===== config.mk =====
export PLATFORM = sky130hd
export DESIGN_NAME = gpio_bank_ctrl
export DESIGN_NICKNAME = d
export VERILOG_FILES = /design/src/rtl/gpio_pkg.sv /design/src/rtl/gpio_in_cond.sv /design/src/rtl/gpio_evt.sv /design/src/rtl/gpio_bank_ctrl.sv
export SDC_FILE = /design/constraint.sdc
export NUM_CORES = 2
export LEC_CHECK = 0
export BUFFER_PORTS_ARGS = -buffer_cell sky130_fd_sc_hd__buf_2
export CAP_MARGIN = 20
export CORE_UTILIZATION = 60
export DETAILED_ROUTE_END_ITERATION = 7
export PLACE_DENSITY = 0.79
export SYNTH_ARGS = -nofsm -noshare
export SYNTH_HDL_FRONTEND = slang
export SYNTH_SLANG_ARGS = --single-unit
export TNS_END_PERCENT = 10

===== constraint.sdc =====
create_clock -name clk -period 5 [get_ports clk]
set_input_delay 0.5 -clock clk [delete_from_list [all_inputs] [get_ports clk]]
set_output_delay 0.5 -clock clk [all_outputs]
set_load 0.01 [all_outputs]

===== src/rtl/gpio_pkg.sv =====
package gpio_pkg;
    localparam int AW = 12;

    // word base addresses; software depends on these
    localparam logic [AW-1:0] A_LEVEL = 12'h004;
    localparam logic [AW-1:0] A_DIR   = 12'h01C;
    localparam logic [AW-1:0] A_SET   = 12'h034;
    localparam logic [AW-1:0] A_CLR   = 12'h04C;
    localparam logic [AW-1:0] A_RISE  = 12'h064;
    localparam logic [AW-1:0] A_FALL  = 12'h07C;
    localparam logic [AW-1:0] A_BYP   = 12'h094;
    localparam logic [AW-1:0] A_MASK  = 12'h0AC;
    localparam logic [AW-1:0] A_STAT  = 12'h0C4;
    localparam logic [AW-1:0] A_TYPE  = 12'h300;
    localparam logic [AW-1:0] A_POL   = 12'h318;
    localparam logic [AW-1:0] A_WMASK = 12'h400;
    localparam logic [AW-1:0] A_WSTAT = 12'h418;

    function automatic logic word_hit(input logic [AW-1:0] addr,
                                      input logic [AW-1:0] base,
                                      input int bank);
        return addr == (base + AW'(bank * 4));
    endfunction
endpackage


===== src/rtl/gpio_in_cond.sv =====
module gpio_in_cond #(
    parameter int N        = 64,
    parameter int FILT_CYC = 3
) (
    input  logic         clk,
    input  logic         rst_n,
    input  logic [N-1:0] pin_i,
    input  logic [N-1:0] byp_i,
    output logic [N-1:0] sync_o,
    output logic [N-1:0] cond_o
);
    localparam int CW = $clog2(FILT_CYC + 1);

    typedef struct packed {
        logic [N-1:0]         s1;
        logic [N-1:0]         s2;
        logic [N-1:0]         filt;
        logic [N-1:0][CW-1:0] cnt;
    } st_t;

    st_t st_d, st_q;

    always_comb begin
        st_d    = st_q;
        st_d.s1 = pin_i;
        st_d.s2 = st_q.s1;
        for (int i = 0; i < N; i++) begin
            if (st_q.s2[i] == st_q.filt[i]) begin
                st_d.cnt[i] = '0;
            end else if (st_q.cnt[i] == CW'(FILT_CYC - 1)) begin
                st_d.filt[i] = st_q.s2[i];
                st_d.cnt[i]  = '0;
            end else begin
                st_d.cnt[i] = st_q.cnt[i] + 1'b1;
            end
        end
    end

    always_ff @(posedge clk or negedge rst_n) begin
        if (!rst_n) st_q <= '0;
        else        st_q <= st_d;
    end

    assign sync_o = st_q.s2;
    assign cond_o = (byp_i & st_q.s2) | (~byp_i & st_q.filt);

    // the filtered value only moves after a full run of differing samples
    for (genvar g = 0; g < N; g++) begin : g_chk
        a_r10_filter_hold: assert property (@(posedge clk) disable iff (!rst_n)
            !$stable(st_q.filt[g]) |-> $past(st_q.cnt[g]) == CW'(FILT_CYC - 1));
    end
endmodule


===== src/rtl/gpio_evt.sv =====
module gpio_evt #(
    parameter int N = 64
) (
    input  logic         clk,
    input  logic         rst_n,
    input  logic [N-1:0] cond_i,
    input  logic [N-1:0] type_i,
    input  logic [N-1:0] pol_i,
    input  logic [N-1:0] rise_en_i,
    input  logic [N-1:0] fall_en_i,
    output logic [N-1:0] evt_o
);
    logic [N-1:0] prev_d, prev_q;
    logic [N-1:0] rose, fell, lvl_act;

    always_comb begin
        prev_d  = cond_i;
        rose    = cond_i & ~prev_q;
        fell    = ~cond_i & prev_q;
        lvl_act = cond_i ^ pol_i;
        evt_o   = (type_i & lvl_act) |
                  (~type_i & ((rose & rise_en_i) | (fell & fall_en_i)));
    end

    always_ff @(posedge clk or negedge rst_n) begin
        if (!rst_n) prev_q <= '0;
        else        prev_q <= prev_d;
    end

    a_r5_no_enable_no_event: assert property (@(posedge clk) disable iff (!rst_n)
        ((type_i | rise_en_i | fall_en_i) == '0) |-> (evt_o == '0));
endmodule


===== src/rtl/gpio_bank_ctrl.sv =====
module gpio_bank_ctrl
    import gpio_pkg::*;
#(
    parameter int NUM_PINS = 64,
    parameter int FILT_CYC = 3
) (
    input  logic                clk,
    input  logic                rst_n,
    input  logic [11:0]         bus_addr,
    input  logic                bus_we,
    input  logic [31:0]         bus_wdata,
    output logic [31:0]         bus_rdata,
    input  logic [NUM_PINS-1:0] gpio_in,
    output logic [NUM_PINS-1:0] gpio_out,
    output logic [NUM_PINS-1:0] gpio_oe,
    output logic                irq_o,
    output logic                wake_o
);
    localparam int NB = NUM_PINS / 32;

    typedef struct packed {
        logic [NUM_PINS-1:0] dir;
        logic [NUM_PINS-1:0] outv;
        logic [NUM_PINS-1:0] rise;
        logic [NUM_PINS-1:0] fall;
        logic [NUM_PINS-1:0] byp;
        logic [NUM_PINS-1:0] mask;
        logic [NUM_PINS-1:0] typ;
        logic [NUM_PINS-1:0] pol;
        logic [NUM_PINS-1:0] wmask;
        logic [NUM_PINS-1:0] stat;
        logic [NUM_PINS-1:0] wstat;
    } regs_t;

    regs_t r_d, r_q;
    logic [NUM_PINS-1:0] sync_v, cond_v, evt_v;

    gpio_in_cond #(.N(NUM_PINS), .FILT_CYC(FILT_CYC)) u_cond (
        .clk(clk), .rst_n(rst_n), .pin_i(gpio_in), .byp_i(r_q.byp),
        .sync_o(sync_v), .cond_o(cond_v)
    );

    gpio_evt #(.N(NUM_PINS)) u_evt (
        .clk(clk), .rst_n(rst_n), .cond_i(cond_v), .type_i(r_q.typ),
        .pol_i(r_q.pol), .rise_en_i(r_q.rise), .fall_en_i(r_q.fall),
        .evt_o(evt_v)
    );

    always_comb begin
        r_d = r_q;
        if (bus_we) begin
            for (int b = 0; b < NB; b++) begin
                if (word_hit(bus_addr, A_DIR, b))   r_d.dir[b*32 +: 32]   = bus_wdata;
                if (word_hit(bus_addr, A_SET, b))   r_d.outv[b*32 +: 32]  = r_q.outv[b*32 +: 32] | bus_wdata;
                if (word_hit(bus_addr, A_CLR, b))   r_d.outv[b*32 +: 32]  = r_q.outv[b*32 +: 32] & ~bus_wdata;
                if (word_hit(bus_addr, A_RISE, b))  r_d.rise[b*32 +: 32]  = bus_wdata;
                if (word_hit(bus_addr, A_FALL, b))  r_d.fall[b*32 +: 32]  = bus_wdata;
                if (word_hit(bus_addr, A_BYP, b))   r_d.byp[b*32 +: 32]   = bus_wdata;
                if (word_hit(bus_addr, A_MASK, b))  r_d.mask[b*32 +: 32]  = bus_wdata;
                if (word_hit(bus_addr, A_TYPE, b))  r_d.typ[b*32 +: 32]   = bus_wdata;
                if (word_hit(bus_addr, A_POL, b))   r_d.pol[b*32 +: 32]   = bus_wdata;
                if (word_hit(bus_addr, A_WMASK, b)) r_d.wmask[b*32 +: 32] = bus_wdata;
                if (word_hit(bus_addr, A_STAT, b))  r_d.stat[b*32 +: 32]  = r_q.stat[b*32 +: 32] & ~bus_wdata;
                if (word_hit(bus_addr, A_WSTAT, b)) r_d.wstat[b*32 +: 32] = r_q.wstat[b*32 +: 32] & ~bus_wdata;
            end
        end
        // a new event outranks a clear landing in the same cycle
        r_d.stat  = r_d.stat | evt_v;
        r_d.wstat = r_d.wstat | evt_v;
    end

    always_ff @(posedge clk or negedge rst_n) begin
        if (!rst_n) r_q <= '0;
        else        r_q <= r_d;
    end

    always_comb begin
        bus_rdata = '0;
        for (int b = 0; b < NB; b++) begin
            if (word_hit(bus_addr, A_LEVEL, b)) bus_rdata = sync_v[b*32 +: 32];
            if (word_hit(bus_addr, A_DIR, b))   bus_rdata = r_q.dir[b*32 +: 32];
            if (word_hit(bus_addr, A_RISE, b))  bus_rdata = r_q.rise[b*32 +: 32];
            if (word_hit(bus_addr, A_FALL, b))  bus_rdata = r_q.fall[b*32 +: 32];
            if (word_hit(bus_addr, A_BYP, b))   bus_rdata = r_q.byp[b*32 +: 32];
            if (word_hit(bus_addr, A_MASK, b))  bus_rdata = r_q.mask[b*32 +: 32];
            if (word_hit(bus_addr, A_STAT, b))  bus_rdata = r_q.stat[b*32 +: 32];
            if (word_hit(bus_addr, A_TYPE, b))  bus_rdata = r_q.typ[b*32 +: 32];
            if (word_hit(bus_addr, A_POL, b))   bus_rdata = r_q.pol[b*32 +: 32];
            if (word_hit(bus_addr, A_WMASK, b)) bus_rdata = r_q.wmask[b*32 +: 32];
            if (word_hit(bus_addr, A_WSTAT, b)) bus_rdata = r_q.wstat[b*32 +: 32];
        end
    end

    assign gpio_out = r_q.outv;
    assign gpio_oe  = r_q.dir;
    assign irq_o    = |(r_q.stat & r_q.mask);
    assign wake_o   = |(r_q.wstat & r_q.wmask);

    a_r2_set_drives_high: assert property (@(posedge clk) disable iff (!rst_n)
        (bus_we && bus_addr == A_SET) |=> ((gpio_out[31:0] & $past(bus_wdata)) == $past(bus_wdata)));

    a_r2_clr_drives_low: assert property (@(posedge clk) disable iff (!rst_n)
        (bus_we && bus_addr == A_CLR) |=> ((gpio_out[31:0] & $past(bus_wdata)) == '0));

    a_r7_w1c_clears: assert property (@(posedge clk) disable iff (!rst_n)
        (bus_we && bus_addr == A_STAT && bus_wdata[0] && !evt_v[0]) |=> !r_q.stat[0]);

    a_r6_level_resets: assert property (@(posedge clk) disable iff (!rst_n)
        (r_q.typ[0] && (r_q.pol[0] != cond_v[0])) |=> r_q.stat[0]);

    a_r8_masked_quiet: assert property (@(posedge clk) disable iff (!rst_n)
        (r_q.mask == '0) |-> !irq_o);
endmodule


==> reports/qor.csv <==
stage,metric,value,unit
finish,nets,4383,
yosys,synth_ff_type,dfrtp_1,
yosys,synth_edf_count,0,
routing,drt-initial-drc-count,5442,
die,core,80500,µm²
routing,drtPass1Iterations,8,
clock_tree,cts_sinks,1088,
yosys,synth_area,48800,µm²
outcome,violations,design-rule violations,
routing,ant_nets,0,
timing,layout_min_cycle_time,4.47,ns
hold_path,hp-start,bus_wdata[30],
placement,port_buffers,272,
placement,placed_cell_area,50900,µm²
job,drv_cap,0,
worst_setup_path,r2r-start,u_cond.sync_o[23],
yosys,synthesis.nets,4183,
die,placementRows,104,
timing,worstMarginPinSlew,1.10,ns
global_route,grt_overflow_total,0,
timing,drv_slew,0,
timing,clock_skew,0.0309,ns
global_route,grt_max_degree,142,
global_route,antenna_found_initial,16,
yosys,synth_top_area_share,55.8,%
clock_tree,clk_latency,0.71,ns
yosys,synth_area_per_cell,12.0,µm²
placement,place.gp.congestion,1.08,
global_route,grt_pass1_vias,37200,
worst_setup_path,rrSetupSlack,2.78,ns
timing,hold_violations,0,
yosys,synthTopCellsByArea,"dfrtp_1 (56%), mux2_2 (13%), a31oi_1 (2.2%)",
timing,min_period_over_period,89.4,%
timing,tns,0,ns
clock_tree,cts.path.max_buffers,3,
finish,final_layout_size_suffix_gt1_share,28.2,%
timing,fmaxAchievable,0.224,GHz
worst_setup_path,crit_start,bus_addr[0],
clock_tree,cts-root-buf,clkbuf_16,
global_route,grt_use_total,45.4,%
clock_tree,clkSlewWorstSetupHoldPaths,0.07,ns
yosys,async_flop_share,100,%
timing,setup_violations,0,
routing,via_per_inst,7.15,
worst_setup_path,required,4.50,ns
clock_tree,cts_hold_buf,65,
clock_tree,cts_tree,built,
worst_setup_path,path_max_fanout,13,
clock_tree,htreeDepth,3,
routing,wire_per_inst,34.5,µm
clock_tree,ctsResizeCount,0,
worst_setup_path,critPathLaunchType,primary input,
placement,dp_hpwl,129000,µm
die,dieArea,82500,µm²
finish,post-route-util,68.8,%
yosys,synthTopCellsByCount,"dfrtp_1 (1,088), mux2_2 (578), nand2_1 (265)",
worst_setup_path,crit_type,in2out,
routing,post-route-drc-count,2,
die,start_util,60.6,%
hold_path,hold_class,in2reg,
global_route,grt_first_pass_wirelength,265000,µm
finish,final_area,55400,µm²
clock_tree,post_cts_buffers,0,
outcome,status,"finished, violations left",
yosys,yosysTopAreaCell,dfrtp_1,
worst_setup_path,critPathArrivalTime,3.97,ns
clock_tree,numCtsBuffers,107,
die,die_y,287,µm
routing,via_count,38800,
power,ir_worst_vdd,490,µV
finish,area_growth,13.6,%
yosys,synth_most_common_cell,dfrtp_1,
power,power.density,398,nW/µm²
yosys,ys_seq_area_share,55.8,%
power,p_total,22.0,mW
timing,maxSlewHeadroom,26.7,%
hold_path,hold_depth,2,
routing,drt-total-wl,187000,µm
power,p_leak,25.6,nW
yosys,synthCells,4072,
timing,rsz0062_at_grt,no,
worst_setup_path,rr_endpoint,r_q[23],
yosys,synth_seq_cells,1088,
yosys,ys_types,74,
die,fp.dieW,287,µm
die,top_level_ports,273,
worst_setup_path,reg2reg_depth,5,
yosys,yosysWarnings,0,
worst_setup_path,worstSetupEndpointType,primary output,
==> routing by layer <==
metal,vias to the layer above,global-route usage (%),routed length (µm)
met2,3050,65.1,79100
met4,12,26.3,13300
met3,753,14.5,24300
met1,19600,60.9,70700
met5,-,0,79
li1,15400,-,-
==> metrics by stage <==
stage,setup WS [ns],cells,hold slack [ns]
4_1_cts,0.667,5424,0.273
6_report,0.531,5430,0.282
5_1_grt,0.547,5424,0.306
3_3_place_gp,0.687,5158,0.331
3_5_place_dp,0.676,5158,0.335
2_1_floorplan,1.78,4072,0.204
==> worst max path at each step <==
stage | to | slack [ns]
floorplan | bus_rdata[24] | 1.78
global placement | bus_rdata[31] | 0.69
detailed placement | bus_rdata[31] | 0.68
CTS | bus_rdata[31] | 0.67
global route | bus_rdata[31] | 0.55
finish | bus_rdata[22] | 0.53
==> critical path, stage by stage <==
cell and delay, ns:
buf_2 0.22, or4b_1 0.73, buf_4 0.31, nor4_4 0.06, buf_4 0.24, buf_4 0.21
a221oi_1 0.50, nand4_1 0.15, o21ai_0 0.58, o21ai_1 0.25, buf_2 0.20
==> cell usage in the layout (no fill, tap or decap), drive strengths merged, types with 27 or more instances in the layout <==
cell type,instances
a311oi,62
a31oi,170
a21oi,63
mux2i,62
a21o,64
buf,419
o221ai,27
dfrtp,1088
clkbuf,153
nor3b,128
nor2,97
o22ai,56
nor3,105
nor2b,67
xor2,63
dlygate4sd3,65
nand4,39
o21ai,200
a221oi,91
a22o,40
nand2,265
inv,73
xnor2,66
a22oi,75
mux2,578
==> power by group <==
| part | internal, mW | switching [mW] |
|---|---|---|
| Clock | 5.09 | 3.64 |
| Sequential | 9.84 | 0.910 |
| Combinational | 1.12 | 1.44 |
| Total | 16.1 | 5.99 |
==> registers in the layout, indices dropped and copies added (netlist names), named ones only <==
signal	flops
u_cond.sync_o	64
gpio_oe	64
u_cond.st_q	192
u_cond.st_d	64
r_q	576
u_evt.prev_q	64
==> final cells by class <==
class	instances	area, µm²
diodes	6	15.0
clock inverters	48	736
fillers	5782	25100
multi-input cells	2523	19500
flip-flops and latches	1088	27200
repair buffers	484	3290
clock buffers	153	3110
inverters	68	255
well taps	1060	1330
==> cell families after synthesis <==
| logic type | count (synthesis) | share of synthesized area [%] |
|---|---|---|
| AOI/OAI and AO/OA | 953 | 13.7 |
| xor gates and xnor gates | 129 | 2.32 |
| buffers and inverters | 461 | 4.71 |
| DFF | 1088 | 55.8 |
| muxes | 640 | 14.6 |
| and+or+nand+nor | 801 | 8.89 |
Note: power is estimated with default switching activity, not from simulation.
